## src/rtl/stkAccPkg.sv

```systemverilog
package stkAccPkg;

  typedef enum logic [2:0] {
    OP_NOP   = 3'd0,
    OP_PUSH  = 3'd1,
    OP_POP   = 3'd2,
    OP_SPMEM = 3'd3,
    OP_FPMEM = 3'd4,
    OP_SPADJ = 3'd5,
    OP_SP2FP = 3'd6,
    OP_FP2SP = 3'd7
  } stkOp_e;

  // Per-slot strobes from control to datapath
  typedef struct packed {
    logic access;   // slot produces a memory access
    logic useFp;    // access is frame-pointer based
    logic preDec;   // lower stack disp, access at new value
    logic postInc;  // access at old value, raise stack disp
    logic offset;   // access at pointer disp + immediate
    logic adjust;   // stack disp += immediate
    logic sp2fp;    // frame pointer takes stack pointer state
    logic fp2sp;    // stack pointer takes frame pointer state
  } slotStrobe_t;

  typedef struct packed {
    logic loadSp;
    logic loadFp;
  } baseStrobe_t;

  function automatic logic [3:0] sizeBytes(input logic [1:0] code);
    case (code)
      2'd0:    sizeBytes = 4'd2;
      2'd1:    sizeBytes = 4'd4;
      default: sizeBytes = 4'd8;
    endcase
  endfunction

endpackage

```

## src/rtl/stkAccCtrl.sv

```systemverilog
module stkAccCtrl
  import stkAccPkg::*;
#(
  parameter int NSLOT = 3
) (
  input  logic [NSLOT-1:0]               opValid,
  input  logic [NSLOT*3-1:0]             opKind,
  input  logic                           wrEn,
  input  logic                           wrFp,
  output slotStrobe_t [NSLOT-1:0]        slotStb,
  output baseStrobe_t                    baseStb
);

  always_comb begin
    baseStb.loadSp = wrEn && !wrFp;
    baseStb.loadFp = wrEn && wrFp;
  end

  for (genvar i = 0; i < NSLOT; i++) begin : g_slot
    stkOp_e kind;
    assign kind = stkOp_e'(opKind[i*3 +: 3]);

    always_comb begin
      slotStb[i] = '0;
      if (opValid[i]) begin
        case (kind)
          OP_PUSH: begin
            slotStb[i].access = 1'b1;
            slotStb[i].preDec = 1'b1;
          end
          OP_POP: begin
            slotStb[i].access  = 1'b1;
            slotStb[i].postInc = 1'b1;
          end
          OP_SPMEM: begin
            slotStb[i].access = 1'b1;
            slotStb[i].offset = 1'b1;
          end
          OP_FPMEM: begin
            slotStb[i].access = 1'b1;
            slotStb[i].offset = 1'b1;
            slotStb[i].useFp  = 1'b1;
          end
          OP_SPADJ: slotStb[i].adjust = 1'b1;
          OP_SP2FP: slotStb[i].sp2fp  = 1'b1;
          OP_FP2SP: slotStb[i].fp2sp  = 1'b1;
          default:  slotStb[i] = '0;
        endcase
      end
    end
  end

endmodule

```

## src/rtl/stkAccDatapath.sv

```systemverilog
module stkAccDatapath
  import stkAccPkg::*;
#(
  parameter int NSLOT = 3,
  parameter int AW    = 32,
  parameter int DW    = 16,
  parameter int EW    = 4
) (
  input  logic                      clk,
  input  logic                      rstN,
  input  slotStrobe_t [NSLOT-1:0]   slotStb,
  input  baseStrobe_t               baseStb,
  input  logic [NSLOT-1:0]          opValid,
  input  logic [NSLOT*2-1:0]        opSize,
  input  logic [NSLOT*DW-1:0]       opImm,
  input  logic [AW-1:0]             wrData,
  output logic [NSLOT-1:0]          accValid,
  output logic [NSLOT-1:0]          accUseFp,
  output logic [NSLOT*AW-1:0]       accBase,
  output logic [NSLOT*DW-1:0]       accDisp,
  output logic [NSLOT*2-1:0]        accSize,
  output logic [NSLOT*EW-1:0]       accEpoch
);

  localparam int PADW = DW - 4;

  // Architectural accelerated state
  logic [AW-1:0] spBase, fpBase;
  logic [DW-1:0] spDisp, fpDisp;
  logic [EW-1:0] spEpoch, fpEpoch, epochCtr;

  // Working chain through the slots
  logic [AW-1:0] wSpB, wFpB;
  logic [DW-1:0] wSpD, wFpD;
  logic [EW-1:0] wSpE, wFpE, newEpoch;
  logic [DW-1:0] imm, bytes;

  logic [DW-1:0] stepDisp  [NSLOT];
  logic [AW-1:0] stepBase  [NSLOT];
  logic [EW-1:0] stepEpoch [NSLOT];

  always_comb begin
    newEpoch = epochCtr + 1'b1;
    wSpB = spBase;  wSpD = spDisp;  wSpE = spEpoch;
    wFpB = fpBase;  wFpD = fpDisp;  wFpE = fpEpoch;
    imm   = '0;
    bytes = '0;
    // Resync write is older than any op of this cycle
    if (baseStb.loadSp) begin
      wSpB = wrData;
      wSpD = '0;
      wSpE = newEpoch;
    end
    if (baseStb.loadFp) begin
      wFpB = wrData;
      wFpD = '0;
      wFpE = newEpoch;
    end
    for (int i = 0; i < NSLOT; i++) begin
      imm   = opImm[i*DW +: DW];
      bytes = {{PADW{1'b0}}, sizeBytes(opSize[i*2 +: 2])};
      stepDisp[i] = wSpD;
      if (slotStb[i].preDec) begin
        wSpD        = wSpD - bytes;
        stepDisp[i] = wSpD;
      end else if (slotStb[i].postInc) begin
        stepDisp[i] = wSpD;
        wSpD        = wSpD + bytes;
      end else if (slotStb[i].offset) begin
        stepDisp[i] = (slotStb[i].useFp ? wFpD : wSpD) + imm;
      end else if (slotStb[i].adjust) begin
        wSpD = wSpD + imm;
      end else if (slotStb[i].sp2fp) begin
        wFpB = wSpB;
        wFpD = wSpD;
        wFpE = wSpE;
      end else if (slotStb[i].fp2sp) begin
        wSpB = wFpB;
        wSpD = wFpD;
        wSpE = wFpE;
      end
      stepBase[i]  = slotStb[i].useFp ? wFpB : wSpB;
      stepEpoch[i] = slotStb[i].useFp ? wFpE : wSpE;
    end
  end

  always_ff @(posedge clk) begin
    if (!rstN) begin
      spBase   <= '0;
      fpBase   <= '0;
      spDisp   <= '0;
      fpDisp   <= '0;
      spEpoch  <= '0;
      fpEpoch  <= '0;
      epochCtr <= '0;
    end else begin
      spBase  <= wSpB;
      fpBase  <= wFpB;
      spDisp  <= wSpD;
      fpDisp  <= wFpD;
      spEpoch <= wSpE;
      fpEpoch <= wFpE;
      if (baseStb.loadSp || baseStb.loadFp) epochCtr <= newEpoch;
    end
  end

  for (genvar i = 0; i < NSLOT; i++) begin : g_out
    always_ff @(posedge clk) begin
      if (!rstN) begin
        accValid[i]              <= 1'b0;
        accUseFp[i]              <= 1'b0;
        accBase[i*AW +: AW]      <= '0;
        accDisp[i*DW +: DW]      <= '0;
        accSize[i*2 +: 2]        <= '0;
        accEpoch[i*EW +: EW]     <= '0;
      end else begin
        accValid[i]              <= slotStb[i].access;
        accUseFp[i]              <= slotStb[i].useFp;
        accBase[i*AW +: AW]      <= stepBase[i];
        accDisp[i*DW +: DW]      <= stepDisp[i];
        accSize[i*2 +: 2]        <= opSize[i*2 +: 2];
        accEpoch[i*EW +: EW]     <= stepEpoch[i];
      end
    end

    // An access can only come from a slot that was valid one cycle earlier
    assert_acc_from_valid_R11: assert property (@(posedge clk) disable iff (!rstN)
      accValid[i] |-> $past(opValid[i]));
  end

  // Idle cycle leaves both pointers untouched
  assert_idle_stable_R11: assert property (@(posedge clk) disable iff (!rstN)
    (opValid == '0 && !baseStb.loadSp && !baseStb.loadFp) |=>
      ($stable(spDisp) && $stable(fpDisp) && $stable(spBase) && $stable(fpBase)));

  // Resync of the stack pointer alone zeroes its displacement and loads the base
  assert_resync_zero_R8: assert property (@(posedge clk) disable iff (!rstN)
    (baseStb.loadSp && opValid == '0) |=> (spDisp == '0 && spBase == $past(wrData)));

  // Each resync advances the epoch counter by exactly one
  assert_epoch_step_R8: assert property (@(posedge clk) disable iff (!rstN)
    (baseStb.loadSp || baseStb.loadFp) |=> (epochCtr == $past(epochCtr) + 1'b1));

  // A lone push in slot 0 lowers the stack displacement by its size
  assert_push_lowers_R2: assert property (@(posedge clk) disable iff (!rstN)
    (slotStb[0].preDec && opValid[NSLOT-1:1] == '0 && !baseStb.loadSp && !baseStb.loadFp) |=>
      (spDisp == $past(spDisp) - {{PADW{1'b0}}, sizeBytes($past(opSize[1:0]))}));

endmodule

```

## src/rtl/stkAccOverlap.sv

```systemverilog
module stkAccOverlap
  import stkAccPkg::*;
#(
  parameter int NSLOT = 3,
  parameter int DW    = 16,
  parameter int EW    = 4,
  localparam int NPAIR = NSLOT * (NSLOT - 1) / 2
) (
  input  logic                   clk,
  input  logic                   rstN,
  input  logic [NSLOT-1:0]       accValid,
  input  logic [NSLOT*DW-1:0]    accDisp,
  input  logic [NSLOT*2-1:0]     accSize,
  input  logic [NSLOT*EW-1:0]    accEpoch,
  output logic [NPAIR-1:0]       pairIndep
);

  for (genvar a = 0; a < NSLOT; a++) begin : g_a
    for (genvar b = a + 1; b < NSLOT; b++) begin : g_b
      localparam int P = a * NSLOT - (a * (a + 1)) / 2 + (b - a - 1);
      logic signed [DW:0] loA, loB, hiA, hiB;
      logic sameEpoch, disjoint;

      always_comb begin
        loA = $signed({accDisp[a*DW + DW - 1], accDisp[a*DW +: DW]});
        loB = $signed({accDisp[b*DW + DW - 1], accDisp[b*DW +: DW]});
        hiA = loA + $signed({{(DW-4){1'b0}}, 1'b0, sizeBytes(accSize[a*2 +: 2])});
        hiB = loB + $signed({{(DW-4){1'b0}}, 1'b0, sizeBytes(accSize[b*2 +: 2])});
        sameEpoch = accEpoch[a*EW +: EW] == accEpoch[b*EW +: EW];
        disjoint  = (hiA <= loB) || (hiB <= loA);
        pairIndep[P] = accValid[a] && accValid[b] && sameEpoch && disjoint;
      end

      // Independent accesses can never share a start displacement
      assert_indep_distinct_R10: assert property (@(posedge clk) disable iff (!rstN)
        pairIndep[P] |-> (accDisp[a*DW +: DW] != accDisp[b*DW +: DW]));
    end
  end

endmodule

```

## src/rtl/stack_disp_accum.sv

```systemverilog
module stack_disp_accum
  import stkAccPkg::*;
#(
  parameter int NSLOT = 3,
  parameter int AW    = 32,
  parameter int DW    = 16,
  parameter int EW    = 4,
  localparam int NPAIR = NSLOT * (NSLOT - 1) / 2
) (
  input  logic                   clk,
  input  logic                   rstN,
  input  logic [NSLOT-1:0]       opValid,
  input  logic [NSLOT*3-1:0]     opKind,
  input  logic [NSLOT*2-1:0]     opSize,
  input  logic [NSLOT*DW-1:0]    opImm,
  input  logic                   wrEn,
  input  logic                   wrFp,
  input  logic [AW-1:0]          wrData,
  output logic [NSLOT-1:0]       accValid,
  output logic [NSLOT-1:0]       accUseFp,
  output logic [NSLOT*AW-1:0]    accBase,
  output logic [NSLOT*DW-1:0]    accDisp,
  output logic [NSLOT*2-1:0]     accSize,
  output logic [NSLOT*EW-1:0]    accEpoch,
  output logic [NPAIR-1:0]       pairIndep
);

  slotStrobe_t [NSLOT-1:0] slotStb;
  baseStrobe_t             baseStb;

  stkAccCtrl #(.NSLOT(NSLOT)) u_ctrl (
    .opValid (opValid),
    .opKind  (opKind),
    .wrEn    (wrEn),
    .wrFp    (wrFp),
    .slotStb (slotStb),
    .baseStb (baseStb)
  );

  stkAccDatapath #(.NSLOT(NSLOT), .AW(AW), .DW(DW), .EW(EW)) u_dp (
    .clk      (clk),
    .rstN     (rstN),
    .slotStb  (slotStb),
    .baseStb  (baseStb),
    .opValid  (opValid),
    .opSize   (opSize),
    .opImm    (opImm),
    .wrData   (wrData),
    .accValid (accValid),
    .accUseFp (accUseFp),
    .accBase  (accBase),
    .accDisp  (accDisp),
    .accSize  (accSize),
    .accEpoch (accEpoch)
  );

  stkAccOverlap #(.NSLOT(NSLOT), .DW(DW), .EW(EW)) u_ovl (
    .clk       (clk),
    .rstN      (rstN),
    .accValid  (accValid),
    .accDisp   (accDisp),
    .accSize   (accSize),
    .accEpoch  (accEpoch),
    .pairIndep (pairIndep)
  );

endmodule

```

## config.mk

```make
export PLATFORM = sky130hd
export DESIGN_NAME = stack_disp_accum
export DESIGN_NICKNAME = d
export VERILOG_FILES = /design/src/rtl/stkAccPkg.sv /design/src/rtl/stkAccCtrl.sv /design/src/rtl/stkAccDatapath.sv /design/src/rtl/stkAccOverlap.sv /design/src/rtl/stack_disp_accum.sv
export SDC_FILE = /design/constraint.sdc
export NUM_CORES = 1
export LEC_CHECK = 0
export BUFFER_PORTS_ARGS = -buffer_cell sky130_fd_sc_hd__buf_2
export CAP_MARGIN = 20
export CORE_ASPECT_RATIO = 0.9
export CORE_MARGIN = 10
export CORE_UTILIZATION = 45
export CTS_BUF_LIST = sky130_fd_sc_hd__clkbuf_4
export CTS_CLUSTER_SIZE = 8
export DETAILED_ROUTE_END_ITERATION = 8
export PLACE_DENSITY = 0.7
export SLEW_MARGIN = 20
export SYNTH_ARGS = -nofsm -noshare
export SYNTH_HDL_FRONTEND = slang
export SYNTH_SLANG_ARGS = --single-unit
```

## constraint.sdc

```tcl
create_clock -name clk -period 13.81 [get_ports clk]
set_input_delay 3.4525 -clock clk [delete_from_list [all_inputs] [get_ports clk]]
set_output_delay 3.4525 -clock clk [all_outputs]
set_load 0.01 [all_outputs]
```

==> impl_metrics.yaml <==
die:
  die_w_um: 262
  fp.dieH_um: 238
  core_um2: 52000
  io_pins: 273
  rows: 79
  dieArea_um2: 62400
  initial_core_util_pct: 45.7
clocking:
  cts_resized: 0
  root_buffer: "clkbuf_4"
  postCtsHoldBufs: 0
  tritoncts: "yes"
  path_clk_slew_ps: 60
  post_cts_buffers: 0
  clockBufferDepth: 3
  clock-sinks: 276
  cts.htree.levels: 3
  clock_latency_ps: 850
  numCtsBuffers: 75
global_routing:
  overflow: 0
  grt_pass1_wl_um: 149000
  grt_pass1_vias: 24200
  antenna_found_initial: 12
  grt_usage_pct: 30.2
  grt_max_degree: 112
placement:
  io_buffers: 272
  place_congestion: 1.03
  place_area_um2: 25600
  place_worst_setup_slack_ps: 2120
  hpwl_um: 75100
critical_path:
  start_kind: "primary input"
  crit_arrival_ps: 11740
  path_max_fanout: 32
  worstSetupEndpointType: "register"
  critPathMaxStageDelay_ps: 570
  cp_top_family: "compound AO/OA/AOI/OAI gates"
  crit_required_ps: 14530
  cp_slowest_cell: "or3_1"
  cp_num_buf_inv: 3
  worstSetupPathType: "in -> reg"
sta:
  fin_crit_sh_pct: 79.8
  setup_viol: 0
  period_minus_slack_ps: 11020
  rsz0062_at_grt: "no"
  finalSetupTns_ps: 0
  tightestPinTransition_ps: 1000
  slew_violations: 0
  fin_ws_ps: 2790
  slew-limit-headroom_pct: 33.2
  fmax_ghz: 0.0907
  skew_ps: 78.1
  hold_viol: 0
synthesis:
  synth.avg_cell_area_um2: 7.06
  synth_top_area_share_pct: 23.2
  seq_area_frac_synth_pct: 23.2
  yosys_warnings: 0
  synth_edf_count: 0
  synthTopCellsByArea: "dfxtp_1 (23%), ha_1 (12%), a21oi_1 (7.7%), nand2_1 (7.7%), nor2_1 (6.6%)"
  yosys.area.top_type: "dfxtp_1"
  ys_ff_latch: 276
  synthFlopType: "dfxtp_1"
  syn_area_um2: 23800
  syn_inst: 3366
  ys_types: 93
  synthArstFlopShare_pct: 0
  syn_nets: 3704
routing:
  routed_via_density: 6.22
  wl_um: 100000
  drt_iter0_markers: 3562
  wl_per_cell_um: 23.3
  ant_nets: 0
  drc: 0
  firstDrtPassIters: 8
  via_count: 26700
job:
  max_cap_violations: 0
finish:
  fin_area_um2: 26600
  fillers: 5282
  drive_gt1_share_pct: 13.4
  area_growth_pct: 11.7
  nets: 3901
power_and_ir_drop:
  p_leak_uw: 0.0119
  powerDensity_nw_per_um2: 117
  irDropWorstVdd_mv: 0.0713
outcome:
  status: "finished clean"
hold_path:
  hp-class: "reg -> reg"
-- cell type report --
type                    instances  area, um^2  share of cell area (%)
multi-input cells            2766       17100                    64.3
flip-flops and latches        276        5530                    20.8
repair buffers                321        1740                    6.56
well taps                     688         861                    3.24
clock buffers                  98         736                    2.77
inverters                     123         470                    1.77
clock inverters                23         146                   0.551
diodes                          5        12.5                  0.0471
-- cell usage after synthesis (32+ instances only) --
cell type and number:
a211oi_1 47, a21o_1 58, a21oi_1 368, and3_1 32
clkbuf_1 176, dfxtp_1 276, ha_1 222, inv_1 117
nand2_1 488, nand3_1 90, nand4_1 42, nor2_1 418
nor2b_1 34, nor3_1 90, o21a_1 38, o21ai_0 172
o22ai_1 103, xnor2_1 112, xor2_1 45
-- per-layer routing --
layer	track usage, %	vias up	wire length, um
met2	44.9	1725	42400
li1	-	12500	-
met1	40.1	12300	40900
met5	0	-	56
met4	11.1	8	3450
met3	9.55	217	13100
-- flip-flops by register name, summed over array words and instances, names as in the netlist --
signal         cells
u_dp.accBase      96
u_dp.fpDisp       16
u_dp.fpBase       32
u_dp.spBase       32
u_dp.accValid      3
u_dp.accEpoch     12
u_dp.accSize       6
u_dp.accDisp      48
u_dp.fpEpoch       4
u_dp.epochCtr      4
u_dp.spDisp       16
u_dp.accUseFp      3
u_dp.spEpoch       4
-- worst min-delay path, cell delays in order (launching register included) --
cell and delay (ps):
dfxtp_1 320, o22ai_1 100, nor3_1 60
-- kinds of logic after synthesis --
kind of cell | count (synthesis) | synth area share, %
DFF | 276 | 23.2
buffers and inverters | 324 | 5.23
AOI/OAI and AO/OA | 1009 | 26.4
and+or+nand+nor | 1336 | 25.2
adders and majority gates | 236 | 12.9
xor gates and xnor gates | 157 | 5.79
muxes | 28 | 1.22
-- cell usage in the layout, fill, tap and decap left out, types with 86 or more instances in the layout --
cell,netlist,layout
nor3_1,90,88
xnor2_1,112,112
nor2_1,418,415
nand3_1,90,86
clkbuf_4,0,98
ha_1,222,222
nand2_1,488,488
a21oi_1,368,368
o22ai_1,103,103
dfxtp_1,276,276
inv_1,117,117
buf_2,9,272
o21ai_0,172,172
-- where the power goes --
part / internal [uW] / switching (uW)
registers: 877 / 88.3
logic: 532 / 897
clock network: 366 / 360
total: 1770 / 1340
-- path summary, 6_finish.rpt --
check | start | cells past startpoint | to | slack (ps)
setup reg to reg | u_dp.spDisp[3] | 31 | u_dp.accDisp[47] | 5790
hold / removal | u_dp.spBase[7] | 2 | u_dp.accBase[7] | 510
hold reg to reg | u_dp.spBase[7] | 2 | u_dp.accBase[7] | 510
setup / recovery | wrFp | 29 | u_dp.spDisp[14] | 2790
-- metrics by stage --
stage	utilization (%)	hold WS [ps]	total power, uW	std cells
2_1_floorplan	-	498	1910	3366
3_3_place_gp	49.3	512	2350	4173
3_5_place_dp	49.3	523	2360	4173
4_1_cts	51.0	494	3080	4294
5_1_grt	51.1	555	3300	4299
6_report	51.1	511	3120	4300
Power figures use the tool's default switching activity.
